`src/rtl/irq_grp_pkg.sv`:
```
// Package: shared sizes, candidate type and group-field helper for the
// grouped-priority interrupt arbiter. Assumes a power-of-two line count.
package irq_grp_pkg;

    localparam int IRQ_N   = 16;
    localparam int PRIO_W  = 8;
    localparam int SPLIT_W = 3;
    localparam int IRQ_IDW = $clog2(IRQ_N);
    localparam int NODES   = 2 * IRQ_N - 1;

    typedef struct packed {
        logic               vld;
        logic [IRQ_IDW-1:0] id;
        logic [PRIO_W-1:0]  prio;
    } cand_t;

    // Clears the k+1 subpriority bits, leaving the group field in place.
    function automatic logic [PRIO_W-1:0] group_of(input logic [PRIO_W-1:0] p,
                                                   input logic [SPLIT_W-1:0] k);
        logic [PRIO_W:0] lowm;
        lowm = ((PRIO_W+1)'(1) << (int'(k) + 1)) - (PRIO_W+1)'(1);
        return p & ~lowm[PRIO_W-1:0];
    endfunction

endpackage

```
`src/rtl/irq_grp_pick.sv`:
```
// Module: irq_grp_pick
// Picks the pending request with the smallest priority value, ties going to
// the lowest line number, through a binary compare tree stored heap-style.
// Assumes IRQ_N is a power of two. Purely combinational; the clock is used
// only by the embedded checks.
module irq_grp_pick
    import irq_grp_pkg::*;
(
    input  logic                     clk,
    input  logic                     rst_n,
    input  logic [IRQ_N-1:0]         pend_i,
    input  logic [IRQ_N*PRIO_W-1:0]  prio_i,
    output cand_t                    win_o
);

    cand_t node [NODES];

    // Leaves: one candidate per request line, at heap slots N-1 .. 2N-2.
    for (genvar i = 0; i < IRQ_N; i++) begin : g_leaf
        assign node[IRQ_N-1+i] = '{vld: pend_i[i],
                                   id: IRQ_IDW'(i),
                                   prio: prio_i[i*PRIO_W +: PRIO_W]};
    end

    // Inner nodes: the left child (lower numbers) wins ties.
    for (genvar k = 0; k < IRQ_N - 1; k++) begin : g_cmp
        cand_t lft, rgt;
        assign lft = node[2*k+1];
        assign rgt = node[2*k+2];
        assign node[k] = (lft.vld && (!rgt.vld || lft.prio <= rgt.prio)) ? lft : rgt;
    end

    assign win_o = node[0];

    // checks: the winner is never beaten by a pending line, and it is pending itself.
    for (genvar i = 0; i < IRQ_N; i++) begin : g_chk
        p_min_prio_r2: assert property (@(posedge clk) disable iff (!rst_n)
            pend_i[i] |-> (win_o.vld && win_o.prio <= prio_i[i*PRIO_W +: PRIO_W]
                           && (win_o.prio != prio_i[i*PRIO_W +: PRIO_W]
                               || int'(win_o.id) <= i)));
    end

    p_win_pending_r2: assert property (@(posedge clk) disable iff (!rst_n)
        win_o.vld |-> pend_i[win_o.id]);

endmodule

```
`src/rtl/irq_grp_gate.sv`:
```
// Module: irq_grp_gate
// Decides whether the selected winner may be taken. The global mask and the
// base threshold are applied, and while a handler runs the winner's group
// field must beat the active group. Combinational.
module irq_grp_gate
    import irq_grp_pkg::*;
(
    input  cand_t               win_i,
    input  logic [SPLIT_W-1:0]  split_i,
    input  logic [PRIO_W-1:0]   act_prio_i,
    input  logic                in_handler_i,
    input  logic                gmask_i,
    input  logic [PRIO_W-1:0]   base_mask_i,
    output logic                take_o
);

    logic [PRIO_W-1:0] grp_win, grp_act;
    logic              mask_ok, preempt_ok;

    // Group fields of the candidate and of the running handler.
    always_comb begin
        grp_win = group_of(win_i.prio, split_i);
        grp_act = group_of(act_prio_i, split_i);
    end

    // Threshold and preemption tests, then the final take decision.
    always_comb begin
        mask_ok    = (base_mask_i == '0) || (grp_win < base_mask_i);
        preempt_ok = !in_handler_i || (grp_win < grp_act);
        take_o     = win_i.vld && !gmask_i && mask_ok && preempt_ok;
    end

endmodule

```
`src/rtl/irq_grp_arb.sv`:
```
// Module: irq_grp_arb (top)
// Grouped-priority interrupt arbiter: selection tree, take gate and output
// register. The number and priority load only when take is decided.
// Assumes inputs are synchronous to clk.
module irq_grp_arb
    import irq_grp_pkg::*;
(
    input  logic                     clk,
    input  logic                     rst_n,
    input  logic [IRQ_N-1:0]         pend_i,
    input  logic [IRQ_N*PRIO_W-1:0]  prio_i,
    input  logic [SPLIT_W-1:0]       split_i,
    input  logic [PRIO_W-1:0]        act_prio_i,
    input  logic                     in_handler_i,
    input  logic                     gmask_i,
    input  logic [PRIO_W-1:0]        base_mask_i,
    output logic [IRQ_IDW-1:0]       win_id_o,
    output logic [PRIO_W-1:0]        win_prio_o,
    output logic                     take_o
);

    cand_t win;
    logic  take_c;

    irq_grp_pick u_pick (
        .clk    (clk),
        .rst_n  (rst_n),
        .pend_i (pend_i),
        .prio_i (prio_i),
        .win_o  (win)
    );

    irq_grp_gate u_gate (
        .win_i        (win),
        .split_i      (split_i),
        .act_prio_i   (act_prio_i),
        .in_handler_i (in_handler_i),
        .gmask_i      (gmask_i),
        .base_mask_i  (base_mask_i),
        .take_o       (take_c)
    );

    // Output register: take every cycle, number/priority only on take.
    always_ff @(posedge clk) begin
        if (!rst_n) begin
            take_o     <= 1'b0;
            win_id_o   <= '0;
            win_prio_o <= '0;
        end else begin
            take_o <= take_c;
            if (take_c) begin
                win_id_o   <= win.id;
                win_prio_o <= win.prio;
            end
        end
    end

    // number and priority stay put while take is low.
    p_hold_r9: assert property (@(posedge clk) disable iff (!rst_n)
        !take_o |=> ($stable(win_id_o) && $stable(win_prio_o)) || take_o);

    // a global mask in the previous cycle forbids take now.
    p_gmask_r5: assert property (@(posedge clk) disable iff (!rst_n)
        $past(rst_n) && $past(gmask_i) |-> !take_o);

    // a take during a handler means a strictly better group.
    p_group_preempt_r3: assert property (@(posedge clk) disable iff (!rst_n)
        take_o && $past(in_handler_i) |->
            group_of(win_prio_o, $past(split_i)) < group_of($past(act_prio_i), $past(split_i)));

    // a taken request beats any nonzero base threshold.
    p_base_mask_r6: assert property (@(posedge clk) disable iff (!rst_n)
        take_o |-> ($past(base_mask_i) == '0)
                   || (group_of(win_prio_o, $past(split_i)) < $past(base_mask_i)));

    // thread state with an unmasked pending request is always taken.
    p_thread_take_r4: assert property (@(posedge clk) disable iff (!rst_n)
        $past(rst_n) && $past(!in_handler_i && (|pend_i) && !gmask_i && base_mask_i == '0)
        |-> take_o);

    // nothing pending, nothing taken.
    p_idle_r7: assert property (@(posedge clk) disable iff (!rst_n)
        $past(rst_n) && $past(pend_i == '0) |-> !take_o);

endmodule

```
`config.mk`:
```
export PLATFORM = sky130hd
export DESIGN_NAME = irq_grp_arb
export DESIGN_NICKNAME = d
export VERILOG_FILES = /design/src/rtl/irq_grp_pkg.sv /design/src/rtl/irq_grp_pick.sv /design/src/rtl/irq_grp_gate.sv /design/src/rtl/irq_grp_arb.sv
export SDC_FILE = /design/constraint.sdc
export NUM_CORES = 1
export LEC_CHECK = 0
export ABC_AREA = 1
export BUFFER_PORTS_ARGS = -buffer_cell sky130_fd_sc_hd__buf_2
export CORE_UTILIZATION = 40
export DETAILED_ROUTE_END_ITERATION = 8
export GPL_TIMING_DRIVEN = 0
export PLACE_DENSITY_LB_ADDON = 0.3
export SLEW_MARGIN = 20
export SYNTH_ARGS = -nofsm -noshare
export SYNTH_HDL_FRONTEND = slang
export SYNTH_SLANG_ARGS = --single-unit
```
`constraint.sdc`:
```
create_clock -name clk -period 8.15 [get_ports clk]
set_clock_uncertainty 0.1 [all_clocks]
set_input_delay 0 -clock clk [delete_from_list [all_inputs] [get_ports clk]]
set_output_delay 0 -clock clk [all_outputs]
set_load 0.03 [all_outputs]
```
; Word-level counts from Yosys, hierarchy flattened
; Cells that the tools add are included.
[classes]
add_sub_neg = 2
order_cmp = 17
shift = 1
muxes = 15
n_bitwise = 3
reduce_logical = 53
[ops]
columns = cell, n
row1 = two-way mux 13 bit, 15
row2 = <= comparator 8 bit, 15
row3 = logical AND 1 bit, 18
row4 = zero test 1 bit, 17
row5 = logical OR 1 bit, 17
row6 = AND 8 bit, 2
row7 = less-than comparator 8 bit, 2
row8 = zero test 8 bit, 1
row9 = inverter 8 bit, 1
row10 = "left shift 1 x 4 -> 8 bit, first input constant", 1
row11 = "subtractor 8 x 2 -> 8 bit, second input constant", 1
row12 = "adder 3 x 1 -> 4 bit, second input constant", 1
[word_totals]
register_bits = 13
in_bits = 167
out_inout_bits = 13
word_cells = 94

; Longest topological paths before layout
; Gate-level depths: netlist of the first run.
[logic_depth]
word_depth = 21
ltp_mapped = 66
depth_no_buf = 61

; Hierarchy
; From an unflattened synthesis of the first run, not the netlist that was laid out.
[unflattened]
cells_unflattened = 1144
hier_area_um2 = 6585.1
[modules_own_cells]
columns = module, instances, cells_per_inst, area_per_inst_um2, seq_area_each_um2
row1 = irq_grp_pick, 1, 978, 5535.3, 0.0
row2 = irq_grp_arb, 1, 79, 538.0, 260.2
row3 = irq_grp_gate, 1, 87, 511.7, 0.0

; Least setup slack after synthesis of the first run
; OpenSTA, ideal clock, no wires.
[synth_timing]
kind = in2reg
start = in prio_i[127]
end = reg win_id_o[3]
setup_ns = 0.113
t_arrival_ns = 6.419
required_time_ns = 7.937
slack_ns = 1.518
path_stages = 62
n_path_buf = 6
cell_sequence = inv_1 -> ha_1 -> nand2_1 -> nor2_2 -> nand4_1 -> and2_1 -> nand2_2 -> nand2_4 -> buf_2 -> nand2_1 -> o21ai_0 -> ha_1 -> inv_1 -> nor2_1 -> nor2_1 -> o21ai_1 -> nand2_1 -> nand2_1 -> [26 not listed] -> buf_6 -> buf_2 -> nand2_1 -> o21ai_0 -> nor2_1 -> ha_1 -> or2_2 -> o21ai_0 -> inv_1 -> nand2_1 -> nand2_1 -> nand2_1 -> nand2_2 -> nand2_4 -> nand3_4 -> buf_6 -> nor2_1 -> nor2_1
[synth_between]
elab_chain_len = 21
elab_cells_between_ends = 27
classes_between = 6 x order compare / 4 x mux / 1 x bitwise / 16 x reduce/logical
[synth_lines]
columns = item, line_no
row1 = "start, declared", irq_grp_arb.sv:11  ; input logic [IRQ_N*PRIO_W-1:0] prio_i,
row2 = <= comparator 8 bit, irq_grp_pick.sv:30  ; assign node[k] = (lft.vld && (!rgt.vld || lft.prio <= rgt.prio)) ? lft : rgt;
row3 = logical OR 1 bit, irq_grp_pick.sv:30
row4 = logical AND 1 bit, irq_grp_pick.sv:30
row5 = two-way mux 13 bit *, irq_grp_pick.sv:30
row6 = <= comparator 8 bit / zero test 1 bit (equally long branches), irq_grp_pick.sv:30
row7 = logical OR 1 bit, irq_grp_pick.sv:30
row8 = logical AND 1 bit, irq_grp_pick.sv:30
row9 = two-way mux 13 bit *, irq_grp_pick.sv:30
row10 = [4 not listed], -
row11 = <= comparator 8 bit / zero test 1 bit (equally long branches), irq_grp_pick.sv:30
row12 = logical OR 1 bit, irq_grp_pick.sv:30
row13 = logical AND 1 bit, irq_grp_pick.sv:30
row14 = two-way mux 13 bit *, irq_grp_pick.sv:30
row15 = AND 8 bit, irq_grp_pkg.sv:22  ; return p & ~lowm[PRIO_W-1:0];
row16 = less-than comparator 8 bit, irq_grp_gate.sv:28  ; mask_ok = (base_mask_i == '0) || (grp_win < base_mask_i);
row17 = logical OR 1 bit, irq_grp_gate.sv:28
row18 = logical AND 1 bit (2 in series), irq_grp_gate.sv:30  ; take_o = win_i.vld && !gmask_i && mask_ok && preempt_ok;
row19 = "end signal, assigned", irq_grp_arb.sv:52  ; win_id_o <= win.id;
row20 = "end, declared", irq_grp_arb.sv:17  ; output logic [IRQ_IDW-1:0] win_id_o,
; Every way passes the cells marked *; elsewhere a longest branch is shown, timed or not.
; A chain may end at the register's enable or synchronous reset.

; Worst setup path in the final report of the first run
[layout_timing]
start = in prio_i[55]
end = reg win_id_o[3]
[layout_between]
elab_chain_len = 21
elab_cells_between_ends = 26
classes_between = 6 x order compare / 4 x mux / 1 x bitwise / 15 x reduce/logical
[layout_lines]
columns = item, line_no
row1 = <= comparator 8 bit, irq_grp_pick.sv:30
row2 = logical OR 1 bit, irq_grp_pick.sv:30
row3 = logical AND 1 bit, irq_grp_pick.sv:30
row4 = two-way mux 13 bit *, irq_grp_pick.sv:30
row5 = <= comparator 8 bit / zero test 1 bit (equally long branches), irq_grp_pick.sv:30
row6 = logical OR 1 bit, irq_grp_pick.sv:30
row7 = logical AND 1 bit, irq_grp_pick.sv:30
row8 = two-way mux 13 bit *, irq_grp_pick.sv:30
row9 = [4 not listed], -
row10 = <= comparator 8 bit, irq_grp_pick.sv:30
row11 = logical OR 1 bit, irq_grp_pick.sv:30
row12 = logical AND 1 bit, irq_grp_pick.sv:30
row13 = two-way mux 13 bit *, irq_grp_pick.sv:30
row14 = AND 8 bit, irq_grp_pkg.sv:22
row15 = less-than comparator 8 bit, irq_grp_gate.sv:28
row16 = logical OR 1 bit, irq_grp_gate.sv:28
row17 = logical AND 1 bit (2 in series), irq_grp_gate.sv:30
; Marked as above.

==> flow_summary.toml, run 1 <==
[synthesis]
synth-main-ff-cell = "dfxtp_1"
synth_area_per_cell_um2 = 5.79
yosysTopAreaCell = "ha_1"
syn_nets = 1294
yosys.area.top_type_share = 0.289
synthArstFlopShare = 0
yosysMostFrequentCell = "nand2_1"
synth_cells = 994
netlist-cell-type-count = 41
synthTopCellsByArea = "ha_1, nand2_1, inv_1"
yosys-top-cells-count = "nand2_1, inv_1, ha_1"
synth_seq_cells = 13
synth_seq_area_share = 0.0452
yosysWarnings = 0
syn_area_um2 = 5760
synth_edf_count = 0

[final_layout]
area_delta_synth_final_pct = 22.3
num-nets-final = 1482
stdcell_count = 1361
n_fill_cell = 1522
multi_input_area_um2 = 4830
diodes = 0
seq_area_um2 = 260
drive_gt1_frac = 0.214

[clocking]
cts_buffers = 3
h-tree-depth = 1
cts_buffer_depth = 2
cts_tree = "built"
clkTransAtPathRegs_ns = 0.05
clock-sinks = 13
clock_latency_ns = 0.24
cts_root_buf = "clkbuf_16"

[floorplan]
die_x_um = 122
initial_utilization = 0.412
die_h_um = 122
core_um2 = 14000
io_pins = 180
fp.dieArea_um2 = 14900
rows = 43

[sta]
hold_violations = 0
period_needed_ns = 7.35
worst_pin_slew_ns = 0.571
setup_viol = 0
whs_ns = 0.0996
drv_slew = 0
slew_headroom = 0.618
finalWorstSetupSlack_ns = 0.799
post-route-period-util = 0.902
fin_setup_tns_ns = 0
rsz0062_at_grt = "false"
max_freq_mhz = 136

[setup_path]
cpPeakStageDelay_ns = 0.35
cp-start-kind = "input port"
crit_fanout = 10
r2r_slack_ns = 7.41
worstReg2RegEnd = "win_prio_o[0]"
rr_worst_depth = 4
crit_path_end_kind = "register"
critical_path_class = "in2reg"
cpMostUsedCell = "nand2_1"
r2r_start = "win_prio_o[0]"
cp-startpoint = "prio_i[55]"
slowest_stage = "ha_1"
worstPathRequired_ns = 8.19
worst-path-buf-inv = 9
cpLargestDelayFamily = "simple AND/OR/NAND/NOR gates"
worst-path-stages = 54
arrival_ns = 7.39

[placed_design]
gp_congestion = 0.873
dpl.cell_count = 1352
place_hpwl_um = 13800
io_buffers = 178
pre_cts_ws_ns = 0.0642

[detailed_routing]
drtIter0Drc = 275
dr.pass1.iters = 5
vias = 6551
antenna_left = 0
post-route-drc-count = 0
wl_per_cell_um = 11.3
totalWireLength_um = 15400
via_per_inst = 4.81

[hold_path]
hold_end = "win_prio_o[0]"
hp-start = "gmask_i"
worstHoldPathCells = 5
hold_path.class = "in2reg"

[global_route]
grt_max_degree = 11
grt_pass1_vias = 6140
grt.overflow.total = 0
antenna_found_initial = 0
track_usage = 0.210
grt_first_pass_wirelength_um = 26100

[job]
drv_cap = 0

[run_status]
status = "completed"

[pwr]
peakVddDrop_uv = 95.8
p_per_area_nw_per_um2 = 194
power.total_mw = 1.37
leakage_nw = 4.24
cell usage in the layout, fill, tap and decap left out, drive strengths merged, types with 4 or more instances in the layout:
master / count
ha: 133
nor2: 102
clkbuf: 11
dfxtp: 13
o21bai: 7
a21oi: 70
a21boi: 8
a31oi: 4
nand4: 14
nand3: 28
nand2: 306
o21ai: 102
o21a: 11
inv: 156
buf: 193
repair_timing:
item                       4_1_cts  5_1_grt
setup endpoints to repair        0       13
setup buffers                    0        4
gates resized for setup          0       34
hold endpoints to repair         3        0
hold buffers                     1        0
worst max path at each step:
stage | end | slack, ns
after global placement | win_id_o[3] | 0.16
final | win_id_o[3] | 0.80
after global routing | win_id_o[3] | 0.02
after floorplan | win_id_o[3] | 1.52
after detailed placement | win_id_o[3] | 0.06
after CTS | win_prio_o[1] | 0.28
through the flow:
| step | utilization | instance area [um2] |
|---|---|---|
| final | 0.504 | 7050 |
| after global placement | 0.492 | 6880 |
| after global routing | 0.504 | 7050 |
| after CTS | 0.498 | 6960 |
| after floorplan | - | 5760 |
| after detailed placement | 0.492 | 6880 |
where the power goes:
group          switching (mW)  internal (mW)  total (mW)
Combinational           0.739          0.444        1.18
Clock                  0.0259         0.0659      0.0918
Sequential            0.00948         0.0858      0.0953
Total                   0.774          0.596        1.37
kinds of logic (layout without fill, tap and decap cells):
| family | count (synthesis) | count (layout) | synth area share |
|---|---|---|---|
| other | 1 | 1 | 0.000651 |
| adder cells (fa/ha/maj) | 133 | 133 | 0.289 |
| buffers and inverters | 177 | 364 | 0.121 |
| AND/OR/NAND/NOR | 459 | 459 | 0.340 |
| flip-flops | 13 | 13 | 0.0452 |
| AO/OA/AOI/OAI | 209 | 209 | 0.201 |
| XOR/XNOR | 2 | 2 | 0.00304 |
layout make-up:
| class | count | share of cell area |
|---|---|---|
| multi-input combinational | 804 | 0.685 |
| timing repair buffer | 183 | 0.132 |
| inverter | 159 | 0.0849 |
| sequential | 13 | 0.0369 |
| tap | 180 | 0.0320 |
| buffer | 18 | 0.0179 |
| clock buffer | 4 | 0.0112 |
routing by layer:
metal,GRT usage,vias to the layer above,routed length (um)
met5,0,-,0
met2,0.380,149,7130
met3,0.0122,4,681
met4,0.0108,0,35
li1,-,3616,-
met1,0.283,2782,7600
tightest hold or removal path: cells and delay by family:
kind            cells  cell delay, ns
simple gates        3            0.23
compound gates      1            0.09
buf+inv             1            0.08
flip-flops by register name, indices dropped and copies added, names as in the netlist:
register    cells
take_o          1
win_prio_o      8
win_id_o        4
No activity file was read; power rests on OpenSTA's default activity.
==> inputs of run 2 (changes only) <==
--- a/config.mk
+++ b/config.mk
@@ -9,5 +9,8 @@
 export BUFFER_PORTS_ARGS = -buffer_cell sky130_fd_sc_hd__buf_2
-export CORE_UTILIZATION = 40
+export CELL_PAD_IN_SITES_DETAIL_PLACEMENT = 0
+export CELL_PAD_IN_SITES_GLOBAL_PLACEMENT = 1
+export CORE_UTILIZATION = 36
 export DETAILED_ROUTE_END_ITERATION = 8
 export GPL_TIMING_DRIVEN = 0
+export MAX_ROUTING_LAYER = met4
 export PLACE_DENSITY_LB_ADDON = 0.3
--- a/constraint.sdc
+++ b/constraint.sdc
@@ -4,2 +4,2 @@
 set_output_delay 0 -clock clk [all_outputs]
-set_load 0.03 [all_outputs]
+set_load 0.01 [all_outputs]
==> run 2 against run 1 <==
  * Sequential power decreased by 0.6%
  * Non-clock buffer count unchanged
  * Worst hold slack got worse by 0.00059 ns
  * Maximum frequency decreased by 0.78%
  * Flip-flop and latch count unchanged
  * Setup slack got worse by 0.058 ns
  * Combinational power about the same
  * Sequential share of layout area about the same
  * Critical path type unchanged
==> flow_summary.toml, run 2 (synthesized netlist as in run 1, its figures left out) <==
[run_status]
status = "completed"

[global_route]
track_usage = 0.198
grt_max_degree = 11
grt_pass1_vias = 5873
antenna_found_initial = 0
grt_first_pass_wirelength_um = 26300
grt.overflow.total = 0

[detailed_routing]
dr.pass1.iters = 4
via_per_inst = 4.63
wl_per_cell_um = 11.4
post-route-drc-count = 0
drtIter0Drc = 256
antenna_left = 0
vias = 6439
totalWireLength_um = 15800

[final_layout]
fin_util = 0.458
drive_gt1_frac = 0.213
final_common_cell = "nand2_1"
num-nets-final = 1482
top_regs = "win_prio_o (8), win_id_o (4), take_o (1)"
largest_reg_flops = 8
top_register = "win_prio_o"
area_delta_synth_final_pct = 22.8
diodes = 0
final_cell_mix = "nand2_1, buf_2, inv_1, ha_1, nor2_1"
n_fill_cell = 1739

[clocking]
cts_buffers = 3
cts_buffer_depth = 2
cts_root_buf = "clkbuf_16"
clock_latency_ns = 0.24
cts_tree = "built"
clock-sinks = 13
clkTransAtPathRegs_ns = 0.04
h-tree-depth = 1

[pwr]
peakVddDrop_uv = 87.1
p_per_area_nw_per_um2 = 191
leakage_nw = 4.23

[floorplan]
rows = 45
die_h_um = 128
core_um2 = 15400
die_x_um = 128
fp.dieArea_um2 = 16500
initial_utilization = 0.373
io_pins = 180

[sta]
post-route-period-util = 0.909
max_freq_mhz = 135
period_needed_ns = 7.41
setup_viol = 0
worst_pin_slew_ns = 0.549
drv_slew = 0
whs_ns = 0.0990
hold_violations = 0
slew_headroom = 0.633
finalWorstSetupSlack_ns = 0.742
fin_setup_tns_ns = 0

[setup_path]
arrival_ns = 7.44
worstPathRequired_ns = 8.18
critical_path_class = "in2reg"
crit_fanout = 10
cpPeakStageDelay_ns = 0.38
cpMostUsedCell = "nand2_1"
cp-start-kind = "input port"
r2r_slack_ns = 7.43
slowest_stage = "clkbuf_1"
crit_path_end_kind = "register"

[placed_design]
pre_cts_ws_ns = -0.0284
gp_congestion = 0.878
place_hpwl_um = 14400
io_buffers = 178

[hold_path]
hold_path.class = "in2reg"

[job]
drv_cap = 0
run 2: cell count changes in the layout (fill, tap and decap cells not counted):
cell | previous run | this run
clkbuf_4 | 5 | 4
o21ai_2 | 0 | 2
a31oi_2 | 2 | 1
clkbuf_2 | 2 | 0
nand2_2 | 17 | 18
buf_4 | 6 | 9
o21ai_0 | 92 | 91
a21oi_1 | 66 | 68
a31oi_1 | 2 | 3
nand2_4 | 4 | 3
a21oi_2 | 2 | 0
o21ai_1 | 10 | 9
clkbuf_1 | 1 | 2
buf_6 | 3 | 2
run 2: stage by stage:
step / power, mW / instances / area, um2
3_3_place_gp: 1.22 / 1383 / 6910
2_1_floorplan: 0.932 / 994 / 5760
5_1_grt: 1.55 / 1392 / 7070
6_report: 1.35 / 1392 / 7070
4_1_cts: 1.33 / 1388 / 7000
3_5_place_dp: 1.23 / 1383 / 6910
run 2: area by class of cell:
| cell class | count | area (um2) | area share |
|---|---|---|---|
| sequential | 13 | 260 | 0.0368 |
| timing repair buffer | 183 | 931 | 0.132 |
| inverter | 159 | 598 | 0.0846 |
| clock buffer | 4 | 78.8 | 0.0111 |
| tap | 211 | 264 | 0.0373 |
| multi-input combinational | 804 | 4810 | 0.681 |
| buffer | 18 | 124 | 0.0175 |
run 2: power breakdown:
| part | internal [mW] | switching, mW |
|---|---|---|
| Clock | 0.0658 | 0.0249 |
| Sequential | 0.0858 | 0.00891 |
| Combinational | 0.445 | 0.717 |
| Total | 0.597 | 0.751 |
run 2: final timing paths:
| check | startpoint | to | depth (start not counted) |
|---|---|---|---|
| worst max-delay path | prio_i[15] | win_id_o[3] | 58 |
| worst min-delay path | gmask_i | win_prio_o[0] | 5 |
| worst max register to register | win_prio_o[0] | win_prio_o[0] | 4 |
| worst min register to register | win_prio_o[4] | win_prio_o[4] | 4 |
run 2: critical path, delay by kind of cell:
kind | cells | cell delay [ns]
buffers and inverters | 11 | 1.68
AO/OA/AOI/OAI | 13 | 1.76
adder cells (fa/ha/maj) | 5 | 1.41
AND/OR/NAND/NOR | 29 | 2.55
run 2: timing repair:
action	CTS	global route
gates resized for setup	0	34
hold endpoints to repair	3	0
hold buffers	1	0
setup buffers	0	4
setup endpoints to repair	0	13
run 2: routing by layer:
layer  GRT usage  vias to the layer above  part of all wire
li1            -                     3620                 -
met1       0.281                     2676              0.53
met2       0.319                      137              0.42
met3      0.0141                        6             0.043
met4      0.0138                        0            0.0039
met5           -                        -                 0
